`src/rtl/fx_tx_pkg.sv`:
```
package fx_tx_pkg;

    localparam int NIB_W = 4;
    localparam int SYM_W = 5;

    typedef enum logic [1:0] {
        FR_IDLE  = 2'd0,
        FR_SSD_K = 2'd1,
        FR_DATA  = 2'd2,
        FR_ESD_R = 2'd3
    } fr_state_e;

    localparam logic [SYM_W-1:0] CG_IDLE = 5'b11111;
    localparam logic [SYM_W-1:0] CG_J    = 5'b11000;
    localparam logic [SYM_W-1:0] CG_K    = 5'b10001;
    localparam logic [SYM_W-1:0] CG_T    = 5'b01101;
    localparam logic [SYM_W-1:0] CG_R    = 5'b00111;

    localparam logic [1:0] LVL_ZERO = 2'b00;
    localparam logic [1:0] LVL_POS  = 2'b01;
    localparam logic [1:0] LVL_NEG  = 2'b11;

    function automatic logic [SYM_W-1:0] nib_to_cg(input logic [NIB_W-1:0] n);
        logic [SYM_W-1:0] c;
        case (n)
            4'h0: c = 5'b11110;
            4'h1: c = 5'b01001;
            4'h2: c = 5'b10100;
            4'h3: c = 5'b10101;
            4'h4: c = 5'b01010;
            4'h5: c = 5'b01011;
            4'h6: c = 5'b01110;
            4'h7: c = 5'b01111;
            4'h8: c = 5'b10010;
            4'h9: c = 5'b10011;
            4'hA: c = 5'b10110;
            4'hB: c = 5'b10111;
            4'hC: c = 5'b11010;
            4'hD: c = 5'b11011;
            4'hE: c = 5'b11100;
            default: c = 5'b11101;
        endcase
        return c;
    endfunction

endpackage

```
`src/rtl/fx_frame_ctl.sv`:
```
module fx_frame_ctl
    import fx_tx_pkg::*;
#(
    parameter int NW = NIB_W,
    parameter int SW = SYM_W
) (
    input  logic          clk,
    input  logic          rst_n,
    input  logic          ld,
    input  logic          tx_en,
    input  logic [NW-1:0] txd,
    output logic [SW-1:0] cg
);

    typedef struct packed {
        fr_state_e st;
    } fr_regs_t;

    fr_regs_t cur_q, nxt_d;

    always_comb begin
        nxt_d = cur_q;
        cg    = CG_IDLE;
        case (cur_q.st)
            FR_IDLE: begin
                if (tx_en) begin
                    cg = CG_J;
                    if (ld) nxt_d.st = FR_SSD_K;
                end
            end
            FR_SSD_K: begin
                cg = CG_K;
                if (ld) nxt_d.st = FR_DATA;
            end
            FR_DATA: begin
                if (tx_en) begin
                    cg = nib_to_cg(txd);
                end else begin
                    cg = CG_T;
                    if (ld) nxt_d.st = FR_ESD_R;
                end
            end
            default: begin
                cg = CG_R;
                if (ld) nxt_d.st = FR_IDLE;
            end
        endcase
    end

    always_ff @(posedge clk or negedge rst_n) begin
        if (!rst_n) cur_q <= '{st: FR_IDLE};
        else        cur_q <= nxt_d;
    end

    // a start in idle is always followed by the second start code group
    a_r3_k_follows_j : assert property (@(posedge clk) disable iff (!rst_n)
        (ld && cur_q.st == FR_IDLE && tx_en) |=> (cur_q.st == FR_SSD_K));

    // end of frame goes to the second end code group
    a_r5_r_follows_t : assert property (@(posedge clk) disable iff (!rst_n)
        (ld && cur_q.st == FR_DATA && !tx_en) |=> (cur_q.st == FR_ESD_R));

    // second end code group returns to idle
    a_r5_back_to_idle : assert property (@(posedge clk) disable iff (!rst_n)
        (ld && cur_q.st == FR_ESD_R) |=> (cur_q.st == FR_IDLE));

    // state never moves outside a load cycle
    a_r2_state_on_ld : assert property (@(posedge clk) disable iff (!rst_n)
        !ld |=> $stable(cur_q.st));

endmodule

```
`src/rtl/fx_sym_shifter.sv`:
```
module fx_sym_shifter
    import fx_tx_pkg::*;
#(
    parameter int SW = SYM_W
) (
    input  logic          clk,
    input  logic          rst_n,
    input  logic [SW-1:0] cg,
    output logic          ld,
    output logic          bit_out
);

    localparam int CW = (SW > 1) ? $clog2(SW) : 1;
    localparam logic [CW-1:0] LAST = CW'(SW - 1);

    typedef struct packed {
        logic [CW-1:0] cnt;
        logic [SW-1:0] sr;
    } sh_regs_t;

    sh_regs_t cur_q, nxt_d;

    always_comb begin
        nxt_d = cur_q;
        ld    = (cur_q.cnt == LAST);
        if (ld) begin
            nxt_d.cnt = '0;
            nxt_d.sr  = cg;
        end else begin
            nxt_d.cnt = cur_q.cnt + 1'b1;
            nxt_d.sr  = {cur_q.sr[SW-2:0], 1'b0};
        end
        bit_out = cur_q.sr[SW-1];
    end

    always_ff @(posedge clk or negedge rst_n) begin
        if (!rst_n) cur_q <= '{cnt: '0, sr: '0};
        else        cur_q <= nxt_d;
    end

    // the load strobe never lasts two cycles
    a_r2_ld_single : assert property (@(posedge clk) disable iff (!rst_n)
        ld |=> !ld);

    // the loaded group's top bit is presented right after the load
    a_r7_msb_first : assert property (@(posedge clk) disable iff (!rst_n)
        ld |=> (bit_out == $past(cg[SW-1])));

endmodule

```
`src/rtl/fx_scr_slot.sv`:
```
module fx_scr_slot (
    input  logic clk,
    input  logic rst_n,
    input  logic bypass,
    input  logic bit_in,
    output logic bit_out
);

    typedef struct packed {
        logic b;
    } sc_regs_t;

    sc_regs_t cur_q, nxt_d;

    always_comb begin
        nxt_d.b = bit_in;
        bit_out = bypass ? bit_in : cur_q.b;
    end

    always_ff @(posedge clk or negedge rst_n) begin
        if (!rst_n) cur_q <= '{b: 1'b0};
        else        cur_q <= nxt_d;
    end

endmodule

```
`src/rtl/fx_mlt3_line.sv`:
```
module fx_mlt3_line
    import fx_tx_pkg::*;
(
    input  logic       clk,
    input  logic       rst_n,
    input  logic       bit_in,
    output logic [1:0] lvl
);

    typedef struct packed {
        logic [1:0] ph;
    } ml_regs_t;

    ml_regs_t cur_q, nxt_d;

    always_comb begin
        nxt_d = cur_q;
        if (bit_in) nxt_d.ph = cur_q.ph + 2'd1;
        case (cur_q.ph)
            2'd1:    lvl = LVL_POS;
            2'd3:    lvl = LVL_NEG;
            default: lvl = LVL_ZERO;
        endcase
    end

    always_ff @(posedge clk or negedge rst_n) begin
        if (!rst_n) cur_q <= '{ph: 2'd0};
        else        cur_q <= nxt_d;
    end

    // a zero bit holds the level
    a_r9_hold_on_zero : assert property (@(posedge clk) disable iff (!rst_n)
        !bit_in |=> $stable(lvl));

    // a one bit changes the level
    a_r9_move_on_one : assert property (@(posedge clk) disable iff (!rst_n)
        bit_in |=> (lvl != $past(lvl)));

    // from either extreme the next step is back to zero
    a_r9_extreme_to_zero : assert property (@(posedge clk) disable iff (!rst_n)
        (bit_in && lvl != LVL_ZERO) |=> (lvl == LVL_ZERO));

    // only the three legal level codes appear
    a_r10_legal_code : assert property (@(posedge clk) disable iff (!rst_n)
        lvl != 2'b10);

endmodule

```
`src/rtl/fx_tx_line_encoder.sv`:
```
module fx_tx_line_encoder
    import fx_tx_pkg::*;
#(
    parameter int NW = NIB_W,
    parameter int SW = SYM_W
) (
    input  logic          clk,
    input  logic          rst_n,
    input  logic          scr_bypass,
    input  logic          tx_en,
    input  logic [NW-1:0] txd,
    output logic          nib_ld,
    output logic          ser_bit,
    output logic [1:0]    line_lvl
);

    logic [SW-1:0] cg_w;
    logic          ld_w;
    logic          raw_bit_w;

    fx_frame_ctl #(.NW(NW), .SW(SW)) u_frame (
        .clk   (clk),
        .rst_n (rst_n),
        .ld    (ld_w),
        .tx_en (tx_en),
        .txd   (txd),
        .cg    (cg_w)
    );

    fx_sym_shifter #(.SW(SW)) u_shift (
        .clk     (clk),
        .rst_n   (rst_n),
        .cg      (cg_w),
        .ld      (ld_w),
        .bit_out (raw_bit_w)
    );

    fx_scr_slot u_scr (
        .clk     (clk),
        .rst_n   (rst_n),
        .bypass  (scr_bypass),
        .bit_in  (raw_bit_w),
        .bit_out (ser_bit)
    );

    fx_mlt3_line u_mlt (
        .clk    (clk),
        .rst_n  (rst_n),
        .bit_in (ser_bit),
        .lvl    (line_lvl)
    );

    assign nib_ld = ld_w;

    // in the scrambler path the line bit trails the shifter by one cycle
    a_r8_slot_delay : assert property (@(posedge clk) disable iff (!rst_n)
        (!scr_bypass && $past(!scr_bypass)) |-> (ser_bit == $past(raw_bit_w)));

endmodule

```
`config.mk`:
```
export PLATFORM = sky130hd
export DESIGN_NAME = fx_tx_line_encoder
export DESIGN_NICKNAME = d
export VERILOG_FILES = /design/src/rtl/fx_tx_pkg.sv /design/src/rtl/fx_frame_ctl.sv /design/src/rtl/fx_sym_shifter.sv /design/src/rtl/fx_scr_slot.sv /design/src/rtl/fx_mlt3_line.sv /design/src/rtl/fx_tx_line_encoder.sv
export SDC_FILE = /design/constraint.sdc
export NUM_CORES = 1
export LEC_CHECK = 0
export BUFFER_PORTS_ARGS = -buffer_cell sky130_fd_sc_hd__clkbuf_2
export CAP_MARGIN = 10
export CORE_AREA = 4 4 41 43
export DETAILED_ROUTE_END_ITERATION = 10
export DIE_AREA = 0 0 45 47
export PLACE_DENSITY_LB_ADDON = 0.15
export SLEW_MARGIN = 10
export SYNTH_ARGS = -nofsm -noshare
export SYNTH_HDL_FRONTEND = slang
export SYNTH_SLANG_ARGS = --single-unit
```
`constraint.sdc`:
```
create_clock -name clk -period 2.8 [get_ports clk]
set_input_delay 0.14 -clock clk [delete_from_list [all_inputs] [get_ports clk]]
set_output_delay 0.14 -clock clk [all_outputs]
set_load 0.005 [all_outputs]
```
# Word-level counts from Yosys, hierarchy flattened
# Memory sizes are Yosys's and may differ from the RTL's.
# Cells that the tools add are included.
word_totals:
  register_bits: 13
  mem_bits_ro: 80
  in_bits: 8
  output_inout_bits: 4
  memories: 1
classes:
  addsub: 2
  n_eq_ne: 7
  muxes: 13
  reduce_logical: 2
memory_table:
  columns: ["name", "depth", "width", "read_ports", "rd_ports_with_merged_regs", "wr", "line_no", "text"]
  rows:
  - ["(name not given)", 16, 5, 1, 0, 0, "fx_tx_pkg.sv:25", "case (n)"]
ops:
  columns: ["cell", "count"]
  rows:
  - ["$pmux 5 s3", 1]
  - ["$mux 2", 6]
  - ["$mux 8", 1]
  - ["$pmux 2 s3", 1]
  - ["$mux 5", 1]
  - ["$eq 2x1->1 const B", 2]
  - ["$eq 2x2->1 const B", 2]
  - ["$ne 2x2->1 const B", 2]
  - ["$pmux 2 s2", 1]
  - ["$add 3x1->3 const B", 1]
  - ["$eq 3x3->1 const B", 1]
  - ["$mux 3", 1]
  - ["$reduce_and 3->1", 1]
  - ["$add 2x1->2 const B", 1]
  - ["$logic_not 2->1", 1]
  - ["$mux 1", 1]

# Longest topological paths before layout
# Gate-level depths: netlist of run 1.
depth:
  word_depth: 4
  ltp_mapped: 6
  ltp_nobuf: 6

# Hierarchy
# A second synthesis of run 1 with hierarchy kept.
unflattened:
  hier_cells: 72
  area_unflattened_um2: 784.5
by_module_without_submodules:
  columns: ["mod", "n_inst", "cells_each", "area_each_um2"]
  rows:
  - ["fx_sym_shifter", 1, 22, 335.3]
  - ["fx_frame_ctl", 1, 39, 306.5]
  - ["fx_mlt3_line", 1, 9, 102.6]
  - ["fx_scr_slot", 1, 2, 40.0]

# Least setup slack after synthesis of run 1
# No wires, ideal clock.
synth_timing:
  kind: "register to register"
  start: "register u_frame.cur_q[0] in the netlist's numbering"
  end: "register u_frame.cur_q[1] in the netlist's numbering"
  setup_time_ps: 125
  arrival_time_ps: 1307
  required_ps: 2675
  slack_ps: 1368
  stages_incl_launch_ff: 6
  path_buffers: 0
  cell_sequence: "dfrtp_1 -> inv_1 -> ha_1 -> nor2b_2 -> nor3b_2 -> mux2_4"
synth_between:
  elab_chain_cells: 3
  word_cells_on_any_way: 7
synth_rtl:
  columns: ["element", "line_no", "text"]
  rows:
  - ["start, declared", "fx_frame_ctl.sv:19", "fr_regs_t cur_q, nxt_d;"]
  - ["start signal, assigned", "fx_frame_ctl.sv:51", "if (!rst_n) cur_q <= '{st: FR_IDLE};"]
  - ["start signal, assigned", "fx_frame_ctl.sv:52", "else cur_q <= nxt_d;"]
  - ["$eq 2x2->1 or $logic_not 2->1 (tied branches)", "fx_frame_ctl.sv:24", "case (cur_q.st)"]
  - ["$ne 2x2->1 (no source line)", null, null]
  - ["$reduce_and 3->1 (no source line)", null, null]
# Parallel ways exist; a longest one is shown, timed or not.
# A chain may end at the register's enable or synchronous reset.

# Final worst setup path of run 1
layout_timing:
  start: "register u_shift.cur_q[5] in the netlist's numbering"
  end: "output nib_ld"
layout_between:
  elab_chain_cells: 1
layout_rtl:
  columns: ["element", "line_no", "text"]
  rows:
  - ["start, declared", "fx_sym_shifter.sv:21", "sh_regs_t cur_q, nxt_d;"]
  - ["start signal, assigned", "fx_sym_shifter.sv:37", "if (!rst_n) cur_q <= '{cnt: '0, sr: '0};"]
  - ["start signal, assigned", "fx_sym_shifter.sv:38", "else cur_q <= nxt_d;"]
  - ["$eq 3x3->1", "fx_sym_shifter.sv:25", "ld = (cur_q.cnt == LAST);"]
  - ["end, declared", "fx_tx_line_encoder.sv:12", "output logic nib_ld,"]
# Every way passes these cells.

==> metrics list, run 1 <==
- The run finished with clean final reports.
* Post-synthesis adder-cell area fraction: 0.1404
- Syn avg cell area: 10.34 um^2
- Standard-cell rows: 13
- Family with the most delay on the worst path: buffers and inverters
* Largest fanout of any net on the critical path: 9
- STA classifies the critical path startpoint as a register.
* Worst reg2reg endpoint: u_frame.cur_q[1]
- FFs w/ async S/R, synth: 1.000
- Crit path max-delay cell type: dfrtp_1
* Sum of negative setup slack: 0 ps
* Netlist area before placement: 713.2 um^2
- Yosys top cell by area: dfrtp_1
- Final weighted congestion in routability-driven placement: 0.7911
- Across the run, the number of max-cap violations was 0.
* Clk Latency, worst-skew pair: 280 ps
- Normalized max-slew margin: 0.7877
- Crit path kind: register to primary output
- STA classifies the critical path endpoint as a primary output.
* Pin count of the biggest net entering global routing: 14
- Number of antenna repair diodes: 0
* Via count: 554
* Overall power of the completed layout: 712.5 uW
* Commonest register cell after synthesis: dfrtp_1
- Gr ovfl total: 0
- Of the post-synthesis cell area, the dominant cell type holds 0.4561.
* Library cells used by synthesis: 29
- In this run the vertical extent of the chip is 47 um.
- H-tree levels: 1
* Number of stages on the worst setup path: 5
- In the finished design, the share of the clock period the worst path needs comes to 0.5548.
- Flip-flop and latch count after synthesis: 13
- The total count of max-transition violations in the final report came to 0.
* Peak ir drop on the vdd network: 541.2 uV
- The first global-routing pass estimated 2.297 mm of wire.
* DRC viols: 0
- Number of enable flip-flop cells after synthesis: 0
- For this configuration, the core starts out at a cell density of 0.5481.
- Number of vias per cell: 5.540
* Count of non-filler cells in the finished layout: 100
* Lkg Pwr: 0.4211 nW
- Maximum clock path buffer count: 2
- Largest family of logic cells by synthesized area: simple AND/OR/NAND/NOR gates
- Final critical path time including I/O delays and setup: 1553 ps
* Crit path buffers/inverters: 3
- The number of placed instances, taps included, is 95.
- Compared with the post-synthesis result, the final layout area differs by 15.61%.
* Wire length per cell: 12.39 um
- The clock arrives with 11.94 ps of skew.
* Reg2reg setup slack: 1290 ps
- The die covers 2115 um^2.
- Origin of the critical flop-to-flop path: u_frame.cur_q[1]
- Syn Inst Count: 69
* Layout cell share with drive strength beyond 1: 0.2471
* Final routed wirelength across all metal layers: 1.239 mm
* Total nets after synthesis: 85
- XOR/XNOR Fraction of Synth Area: 0.01228
- Worst Path Arrival: 1410 ps
- Post-synthesis compound-gate area fraction: 0.1298
* Post-route worst hold slack: 201.5 ps
* Detailed-placement wirelength estimate: 1.016 mm
- Number of DRC violations after detailed-routing iteration 0: 15
- At the pin with the least slew margin, the transition time is 318.5 ps.
- The initial antenna violation count was 0.
- The tree is rooted in a clkbuf_4.
- The most critical setup path has its endpoint at nib_ld.
* Max stage delay on crit path: 410 ps
* Vias in the first global route: 562
* Final Net Count: 102
* IO Port Bufs: 11
- The Yosys step of the flow raised 0 warnings.
- In the global route stage, overall resource usage came out at 0.1554.
* Crit-path most repeated cell: inv_1
* Number of clock sinks: 13
* Core area: 1301 um^2
- In this run the count of I/O pins placed on the die edge is 12.
- The first detailed-routing pass ran for 4 iterations.
* PwrDens: 864.1 nW/um^2
* Clock slew at the register clock pins of the worst setup and hold paths: 90 ps
* Final-report setup violation count: 0
* Remaining antenna violation count: 0
- CP Cell Sequence: inv_1 > ha_1 > nand2_2 > inv_1 > clkbuf_2
- Clock tree synthesis inserted a total of 3 buffers.
- Sequential fraction of the synthesis area: 0.4561
- Register-to-Register Path Depth: 5
* Die span in x: 45 um
* Critical path origin: u_shift.cur_q[5]
- Unrepaired setup endpoints after global routing: false
- Number of hold violations in the final report: 0
* CP Data Required Time: 2660 ps
- Synth Area in Simple Gates: 0.1684
- Number of post-CTS setup repair buffers: 0
- In the post-synthesis netlist, the biggest area contributors are dfrtp_1, ha_1, inv_1, nor2_1, nand3_1.
- After synthesis, the share of cell area in mux cells is 0.05088.
- For this run, the top clock speed supported by timing is 0.6438 GHz.
* Worst hold path class: input port to register
- TritonCTS built the clock tree.
-- flip-flops by register name, summed over array words and instances, names as in the netlist --
register and cells:
u_shift.cur_q 7, u_mlt.cur_q 2, u_frame.cur_q 2, u_scr.cur_q 1, u_shift.bit_out 1
-- final cells by class --
class / count / area [um^2]
Timing Repair Buffer: 12 / 65.06
Clock inverter: 1 / 5.005
Inverter: 8 / 30.03
Clock buffer: 3 / 22.52
Tap cell: 15 / 18.77
Sequential cell: 13 / 325.3
Fill cell: 108 / 476.7
Multi-Input combinational cell: 48 / 357.8
-- repair_timing --
| item | in CTS | in global routing |
|---|---|---|
| endpoints found under the hold margin | 13 | 0 |
| setup endpoints to repair | 0 | 0 |
| gates resized for setup | 0 | 0 |
| hold buffers | 1 | 0 |
-- placed cells by master (no fill, tap or decap), types with 2 or more instances in the layout --
cell type  Yosys  routed
o21ai_0        2       2
clkbuf_4       0       3
clkbuf_2       0      11
ha_1           8       8
inv_1          8       8
nor2_1         7       7
dfrtp_1       13      13
a21oi_1        2       2
nand2b_1       2       2
nand3_1        3       3
nand2_1        4       4
-- worst min path at each step --
stage                start  slack [ps]                to  depth (start not counted)
global placement     rst_n          50  u_shift.cur_q[6]                          1
detailed placement   rst_n          50  u_shift.cur_q[7]                          1
CTS                 txd[1]         190  u_shift.cur_q[2]                          3
floorplan            rst_n        -160  u_frame.cur_q[0]                          0
global route        txd[1]         200  u_shift.cur_q[2]                          3
finish              txd[1]         200  u_shift.cur_q[2]                          3
-- cell usage after synthesis (2+ instances only) --
library cell,number
a21oi_1,2
dfrtp_1,13
nand3_1,3
nand2_1,4
o21ai_0,2
ha_1,8
inv_1,8
nand2b_1,2
nor2_1,7
-- per-layer routing --
metal | vias to the layer above | part of all wire | GRT usage
li1 | 273 | - | -
met1 | 254 | 0.44 | 0.1777
met2 | 25 | 0.48 | 0.2599
met3 | 2 | 0.061 | 0.02299
met4 | 0 | 0.023 | 0.1228
met5 | - | 0 | 0
-- tightest hold or removal path: stages --
cell and delay (ps):
clkbuf_2 110, o311ai_1 100, nand3_1 80
-- stage by stage --
step                      setup slack (ps)    util  instance area, um^2
after CTS                             1222  0.6337                824.5
after detailed placement              1303  0.6048                787.0
after floorplan                       1368       -                713.2
after global routing                  1130  0.6337                824.5
final                                 1247  0.6337                824.5
after global placement                1326  0.6048                787.0
-- power by group --
group	leakage, nW	internal [mW]	switching, mW
Sequential	0.165	0.240	0.0318
Clock	0.0177	0.0529	0.0604
Combinational	0.239	0.169	0.158
-- logic make-up (layout without fill, tap and decap cells) --
| group | Yosys count | after routing |
|---|---|---|
| xor+xnor | 1 | 1 |
| mux | 3 | 3 |
| buf+inv | 8 | 24 |
| compound gates | 13 | 13 |
| fa+ha+maj | 8 | 8 |
| simple gates | 23 | 23 |
| flops | 13 | 13 |
Note: power is estimated with default switching activity, not from simulation.
==> inputs of run 2 (changes only) <==
--- a/config.mk
+++ b/config.mk
@@ -7,9 +7,9 @@
 export LEC_CHECK = 0
 export BUFFER_PORTS_ARGS = -buffer_cell sky130_fd_sc_hd__clkbuf_2
 export CAP_MARGIN = 10
-export CORE_AREA = 4 4 41 43
+export CORE_MARGIN = 4
+export CORE_UTILIZATION = 52
 export DETAILED_ROUTE_END_ITERATION = 10
-export DIE_AREA = 0 0 45 47
 export PLACE_DENSITY_LB_ADDON = 0.15
 export SLEW_MARGIN = 10
 export SYNTH_ARGS = -nofsm -noshare
==> constraint.sdc (replaced) <==
create_clock -name clk -period 1.6 [get_ports clk]
set_input_delay 0.08 -clock clk [delete_from_list [all_inputs] [get_ports clk]]
set_output_delay 0.08 -clock clk [all_outputs]
set_load 0.005 [all_outputs]
==> run 2 against run 1 <==
  * Non-clock buffer count grew 1
  * Clock power grew 72%
  * Worst setup slack lost 1200 ps
  * Worst hold slack lost 47 ps
  * Clock skew shrank 9.3 ps
  * Largest power group unchanged
  * Largest cell class unchanged
  * Register-to-register slack lost 1200 ps
  * First-iteration DRC count shrank 6.7%
==> metrics list, run 2 (synthesis results as in run 1) <==
- Status: finished clean
* Area after DPL: 794.5 um^2
- Clk Latency, worst-skew pair: 270 ps
- Counting the buffers created by CTS gives 3.
- Final Cell Area: 830.8 um^2
* Pin count of the biggest net entering global routing: 14
* Hold-critical path depth: 3
* Final critical path time including I/O delays and setup: 1517 ps
* Critical path origin: u_frame.cur_q[0]
- CTS saw 13 sinks.
* Die span in x: 45.04 um
- TritonCTS built the clock tree.
- The worst hold path begins at txd[1].
* Leading cell types in the layout, fill and taps excluded: dfrtp_1, clkbuf_2, ha_1, inv_1, nor2_1
- In this run the static leakage power is 0.4237 nW.
- Final setup skew: 2.629 ps
- The worst-case IR drop observed on VDD is 925.2 uV.
- Number of hold violations in the final report: 0
- Standard-cell rows: 13
* Psw: 455.4 uW
* Flip-flop count of the largest register, all copies and words added: 7
- FF+latch area: 325.3 um^2
- Wire length of the first global-routing pass: 2.318 mm
- H-tree levels: 1
- Adding up every negative setup slack in the final design gives 0 ps.
- Of the total power, registers draw 0.379.
- The startpoint identified for the worst register-to-register timing path is u_frame.cur_q[0].
- After floorplanning, the core was sized to cover 1301 um^2.
* DRC viols: 0
* Final weighted congestion in routability-driven placement: 0.8014
* Worst Path Arrival: 1670 ps
* CP Data Required Time: 1760 ps
- Global Route Usage Sum: 0.1620
- Max-cap violations in this run came to 0.
- Highest achievable clock rate: 0.6591 GHz
- Wire length per cell: 13.55 um
* Area of the die: 2028 um^2
* Worst hold path class: input port to register
- Area added between synthesis and finish: 16.49%
- For this block, the via count after detailed routing is 568.
- For this configuration, the core starts out at a cell density of 0.5481.
- The worst setup path is launched from a register.
* Crit path kind: register to register
- Of the cells placed in the final design, the portion with a size suffix greater than 1 is 0.2558.
- Final max-slew violation count: 0
- Final routed wirelength across all metal layers: 1.369 mm
- Final-report setup violation count: 0
* Leading registers by flop count: u_shift.cur_q x7, u_frame.cur_q x2, u_mlt.cur_q x2
- Cell-internal power: 824.6 uW
* Clock slew at the register clock pins of the worst setup and hold paths: 80 ps
* Final Net Count: 103
- Largest fanout of any net on the critical path: 5
* Maximum clock path buffer count: 2
- In the finished design, the share of the clock period the worst path needs comes to 0.9483.
* Number of top-level design ports: 12
* FILL cells: 115
- Most flop-heavy register: u_shift.cur_q
- Setup repair after global routing left no endpoint under its margin.
- The via count of the first global-routing pass came to 538.
* Area used by multi-input combinational logic: 357.8 um^2
* Normalized max-slew margin: 0.7745
- Share of total power in combinational logic: 0.469
* Remaining antenna violation count: 0
* Number of DRC violations after detailed-routing iteration 0: 14
* Detailed-placement wirelength estimate: 1.090 mm
- STA classifies the critical path endpoint as a register.
- PwrDens: 1541 nW/um^2
- The initial antenna violation count was 0.
* Clock network power share: 0.152
* Most frequent standard cell in the layout excluding fill and tap cells: dfrtp_1
* Number of antenna repair diodes: 0
* Overall die height: 45.04 um
* Detailed-router iteration count before antenna repair: 4
- Port buffering added 11 buffers.
* Number of vias per cell: 5.624
- Switching portion of total power: 0.3558
- Summed over all layers, the global routing overflow is 0.
- Counting cells, the worst reg-to-reg path comes to 5.
- Slew at the pin with the worst max-slew slack: 334.0 ps
- The root buffer cell chosen for the clock tree is clkbuf_4.
-- run 2: area by class of cell --
class	instances	area share
multi-input combinational	48	0.4307
sequential	13	0.3916
timing repair buffer	13	0.08735
inverter	8	0.03614
clock buffer	4	0.03163
tap	15	0.02259
-- run 2: worst paths after layout --
path                               endpoint  slack [ps]
hold / removal             u_shift.cur_q[2]         150
max in group asynchronous  u_shift.cur_q[1]        1130
hold reg to reg                 u_scr.cur_q         390
min in group asynchronous    u_mlt.cur_q[0]         230
setup reg to reg           u_frame.cur_q[1]          80
setup / recovery           u_frame.cur_q[1]          80
-- run 2: per-stage QoR --
step	instances	util	setup slack, ps	power (mW)	hold WS (ps)
final	101	0.6385	82.73	1.280	154.9
after global routing	101	0.6385	12.69	1.388	162.7
after CTS	101	0.6385	83.51	1.299	154.9
after detailed placement	96	0.6106	112.6	1.101	-8.426
after global placement	96	0.6106	174.9	1.064	-11.47
after floorplan	69	-	168.0	0.9030	-215.6
-- run 2: what timing repair did --
item / in CTS / in global routing
endpoints found under the hold margin: 13 / 0
endpoints found under the setup margin: 0 / 1
resized for setup: 0 / 1
hold buffers: 1 / 0
setup buffers: 0 / 0
-- run 2: critical path, stage by stage (launching register included) --
cell,delay [ps]
dfrtp_1,400
inv_1,100
ha_1,250
nand2_1,120
nor3b_2,220
mux2_4,320
-- run 2: power groups by stage --
stage	Combinational (mW)	Sequential, mW	Clock (mW)
floorplan	0.434	0.469	0
global placement	0.584	0.480	0
detailed placement	0.610	0.491	0
CTS	0.612	0.485	0.201
global route	0.676	0.494	0.218
finish	0.600	0.486	0.194
-- run 2: per-layer routing --
metal | track usage | share of wire
met1 | 0.1930 | 0.46
met5 | 0 | 0
met4 | 0.08772 | 0.018
met2 | 0.2684 | 0.46
met3 | 0.03586 | 0.052
==> inputs of run 3 (changes only) <==
--- a/config.mk
+++ b/config.mk
@@ -5,10 +5,11 @@
 export SDC_FILE = /design/constraint.sdc
 export NUM_CORES = 1
 export LEC_CHECK = 0
+export ABC_AREA = 1
 export BUFFER_PORTS_ARGS = -buffer_cell sky130_fd_sc_hd__clkbuf_2
 export CAP_MARGIN = 10
 export CORE_MARGIN = 4
-export CORE_UTILIZATION = 52
+export CORE_UTILIZATION = 53
 export DETAILED_ROUTE_END_ITERATION = 10
 export PLACE_DENSITY_LB_ADDON = 0.15
 export SLEW_MARGIN = 10
==> run 3 against run 2 <==
  * Synthesized cell count rose by 23%
  * Synthesized area rose by 3.5%
  * Cell count rose by 15%
  * Clock-buffer cell count did not move
  * Sequential share of layout area fell by 0.81 points
  * Clock power rose by 3%
  * Clock skew fell by 1.5 ps
  * Critical endpoint is now line_lvl[0]
  * Largest power group unchanged
==> metrics list, run 3 <==
- Final setup skew: 1.136 ps
- The die is 45.32 um tall.
* Crit path kind: register to primary output
* Netlist area before placement: 738.2 um^2
- Dividing total power by cell area gives a power density of 1482 nW/um^2.
- CP Cell Sequence: ha_1 > or2_2 > clkbuf_2
- Number of DRC violations after detailed-routing iteration 0: 4
- Entering global routing, the biggest net connects 14 pins.
- The first global-routing pass estimated 2.097 mm of wire.
- Final weighted congestion in routability-driven placement: 0.8721
- Share of total power in combinational logic: 0.464
* Number of CTS-inserted buffers: 3
* Beginning of the worst hold path: tx_en
- Number of clock sinks: 13
* Total of warnings raised by yosys: 0
* Number of stages on the worst setup path: 3
- Vias in the first global route: 534
- CTS built an H-tree with a depth of 1.
- Hold-critical path depth: 4
- Derived from the worst setup path, the maximum achievable clock frequency is 0.7213 GHz.
- In this run the power spent charging and discharging nets is 480.7 uW.
- The total overflow left after global routing is 0.
* Clk Latency, worst-skew pair: 270 ps
- Family with the most delay on the worst path: flip-flops
* Slew at the pin with the worst max-slew slack: 315.1 ps
- Final period util: 0.8664
- The largest registers in the layout are u_shift.cur_q x7, u_frame.cur_q x2, u_mlt.cur_q x2.
- For this run, the number of standard cells in the final layout without fillers is 116.
- The core region is 1301 um^2.
- Flip-flop count of the largest register, all copies and words added: 7
- More flip-flops sit in one register than any other, and that register is u_shift.cur_q.
- The share of total power dissipated in the clock network is 0.159.
- The total count of max-transition violations in the final report is 0.
- Most frequent standard cell in the layout excluding fill and tap cells: nand2_1
- Wire length per cell: 10.39 um
- Global Route Usage Sum: 0.1475
- Counting distinct cell types in the post-synthesis netlist gives 19.
* Peak ir drop on the vdd network: 779.4 uV
- Number of top-level design ports: 12
* Detailed-router iteration count before antenna repair: 4
- The average instance in the mapped netlist occupies 8.685 um^2.
- The worst register-to-register path ends at u_shift.cur_q[1].
- Sum of negative setup slack: 0 ps
- At the worst endpoint, the arrival time is 1310 ps.
* Via count: 554
- Status: finished clean
- In the routed layout, each cell is associated on average with a via count of 4.776.
* Largest cells by area after synthesis: dfrtp_1, ha_1, nand2_1, nor2_1, inv_1
- Setup repair after global routing left no endpoint under its margin.
* Number of post-CTS setup repair buffers: 0
- Of the post-synthesis cell area, the dominant cell type holds 0.4407.
- FILL cells: 120
* Detailed-placement wirelength estimate: 993.2 um
* Final Net Count: 118
* Sequential cell fraction of total power: 0.377
- Largest fanout of any net on the critical path: 3
- Final routed wirelength across all metal layers: 1.205 mm
* Layout cell share with drive strength beyond 1: 0.2376
- Switching portion of total power: 0.3824
* Yosys top cell by area: dfrtp_1
- Including well taps, the total number of placed cells is 111.
- Clock tree root buffer cell: clkbuf_4
- Buffers inserted to repair hold after CTS numbered 1.
* Flip-flop and latch count after synthesis: 13
- Worst hold path class: input port to register
* Max stage delay on crit path: 410 ps
- From synthesis to final layout, the design area changed by 14.92%.
- STA puts the critical path data required time at 1520 ps.
* Crit path max-delay cell type: dfrtp_1
- Destination of the critical timing path: line_lvl[0]
- Area of the die: 2054 um^2
* Syn Inst Count: 85
* Number of hold violations in the final report: 0
- The worst register-to-register path has a setup slack of 350 ps.
- Number of antenna violations at the first check in global routing: 0
* Leading cell types in the layout, fill and taps excluded: nand2_1, nor2_1, dfrtp_1, inv_1, clkbuf_2
* Total nets after synthesis: 101
- Category of the worst setup path capture point: primary output
- Crit path buffers/inverters: 1
* Sequential fraction of the synthesis area: 0.4407
- In the synthesized netlist the dominant register cell turns out to be dfrtp_1.
* Number of antenna repair diodes: 0
- After detailed routing, the number of remaining DRC violations is 0.
- After floorplanning, the core was divided into 13 placement rows.
- FFs w/ async S/R, synth: 1.000
- IO Port Bufs: 11
* Final-report setup violation count: 0
* Number of enable flip-flop cells after synthesis: 0
* Commonest cells post-synth: nand2_1, dfrtp_1, nor2_1
- Cell internal power was estimated by the tool at 776.2 uW.
- The critical path starts at u_mlt.cur_q[0].
- Maximum clock path buffer count: 2
- Measured in cells, the most critical reg-to-reg path has a length of 6.
- The tool flagged a number of max-cap violations equal to 0.
* Final critical path time including I/O delays and setup: 1386 ps
- Type of element launching the critical path: register
- In this run the horizontal extent of the chip is 45.32 um.
- Initial Utilization: 0.5673
- nand2_1 is the most common cell in the netlist.
* CTS tree: yes
- Quantity of gates resized following cts: 0
- After clock tree synthesis, the clock-pin slew on the worst setup and hold paths is 70 ps.
* Remaining antenna violation count: 0
- In this run the tightest slew margin relative to its limit is 0.7899.
- The analysis attributes to cell leakage a power of 0.4756 nW.
- The startpoint identified for the worst register-to-register timing path is u_frame.cur_q[0].
## run 3: worst min-delay path, stage by stage
cell and delay (ps):
clkbuf_2 110, nand2_1 60, nor2_1 80, o21ai_1 70
## run 3: area by class of cell
class | count | area [um^2] | area share
flip-flops and latches | 13 | 325.3 | 0.3835
repair buffers | 12 | 65.06 | 0.07670
multi-input cells | 59 | 359.1 | 0.4233
well taps | 15 | 18.77 | 0.02212
inverters | 13 | 53.80 | 0.06342
clock buffers | 4 | 26.28 | 0.03097
## run 3: worst min path at each step
stage	slack, ps	to
after detailed placement	-10	u_scr.cur_q
after global placement	-20	u_scr.cur_q
after CTS	150	u_shift.cur_q[3]
after global routing	190	u_shift.cur_q[3]
after floorplan	-220	u_frame.cur_q[0]
final	160	u_shift.cur_q[3]
## run 3: logic make-up after synthesis
family / count (synthesis) / share of synthesized area
adder cells (fa/ha/maj): 8 / 0.1356
AO/OA/AOI/OAI: 10 / 0.07288
AND/OR/NAND/NOR: 39 / 0.2542
XOR/XNOR: 2 / 0.02373
buffers and inverters: 13 / 0.07288
flip-flops: 13 / 0.4407
## run 3: through the flow
stage | hold WS (ps) | instance area, um^2 | power (mW) | util | setup WS [ps]
final | 155.5 | 848.3 | 1.257 | 0.6519 | 213.7
after global placement | -15.62 | 812.0 | 1.040 | 0.6240 | 407.6
after detailed placement | -14.56 | 812.0 | 1.067 | 0.6240 | 356.4
after global routing | 186.4 | 848.3 | 1.388 | 0.6519 | 152.8
after floorplan | -215.6 | 738.2 | 0.9144 | - | 481.2
after CTS | 146.5 | 848.3 | 1.272 | 0.6519 | 190.6
## run 3: power groups by stage
stage	clock, mW	combinational [mW]	sequential, mW
after floorplan	0	0.446	0.468
after global placement	0	0.567	0.473
after detailed placement	0	0.587	0.480
after CTS	0.208	0.591	0.474
after global routing	0.220	0.683	0.485
final	0.199	0.583	0.474
## run 3: per-layer routing
| layer | wire length, um | GRT usage | vias up |
|---|---|---|---|
| met2 | 552 | 0.2345 | 13 |
| li1 | - | - | 294 |
| met3 | 74 | 0.03586 | 5 |
| met4 | 36 | 0.1053 | 0 |
| met1 | 541 | 0.1717 | 242 |
| met5 | 0 | 0 | - |
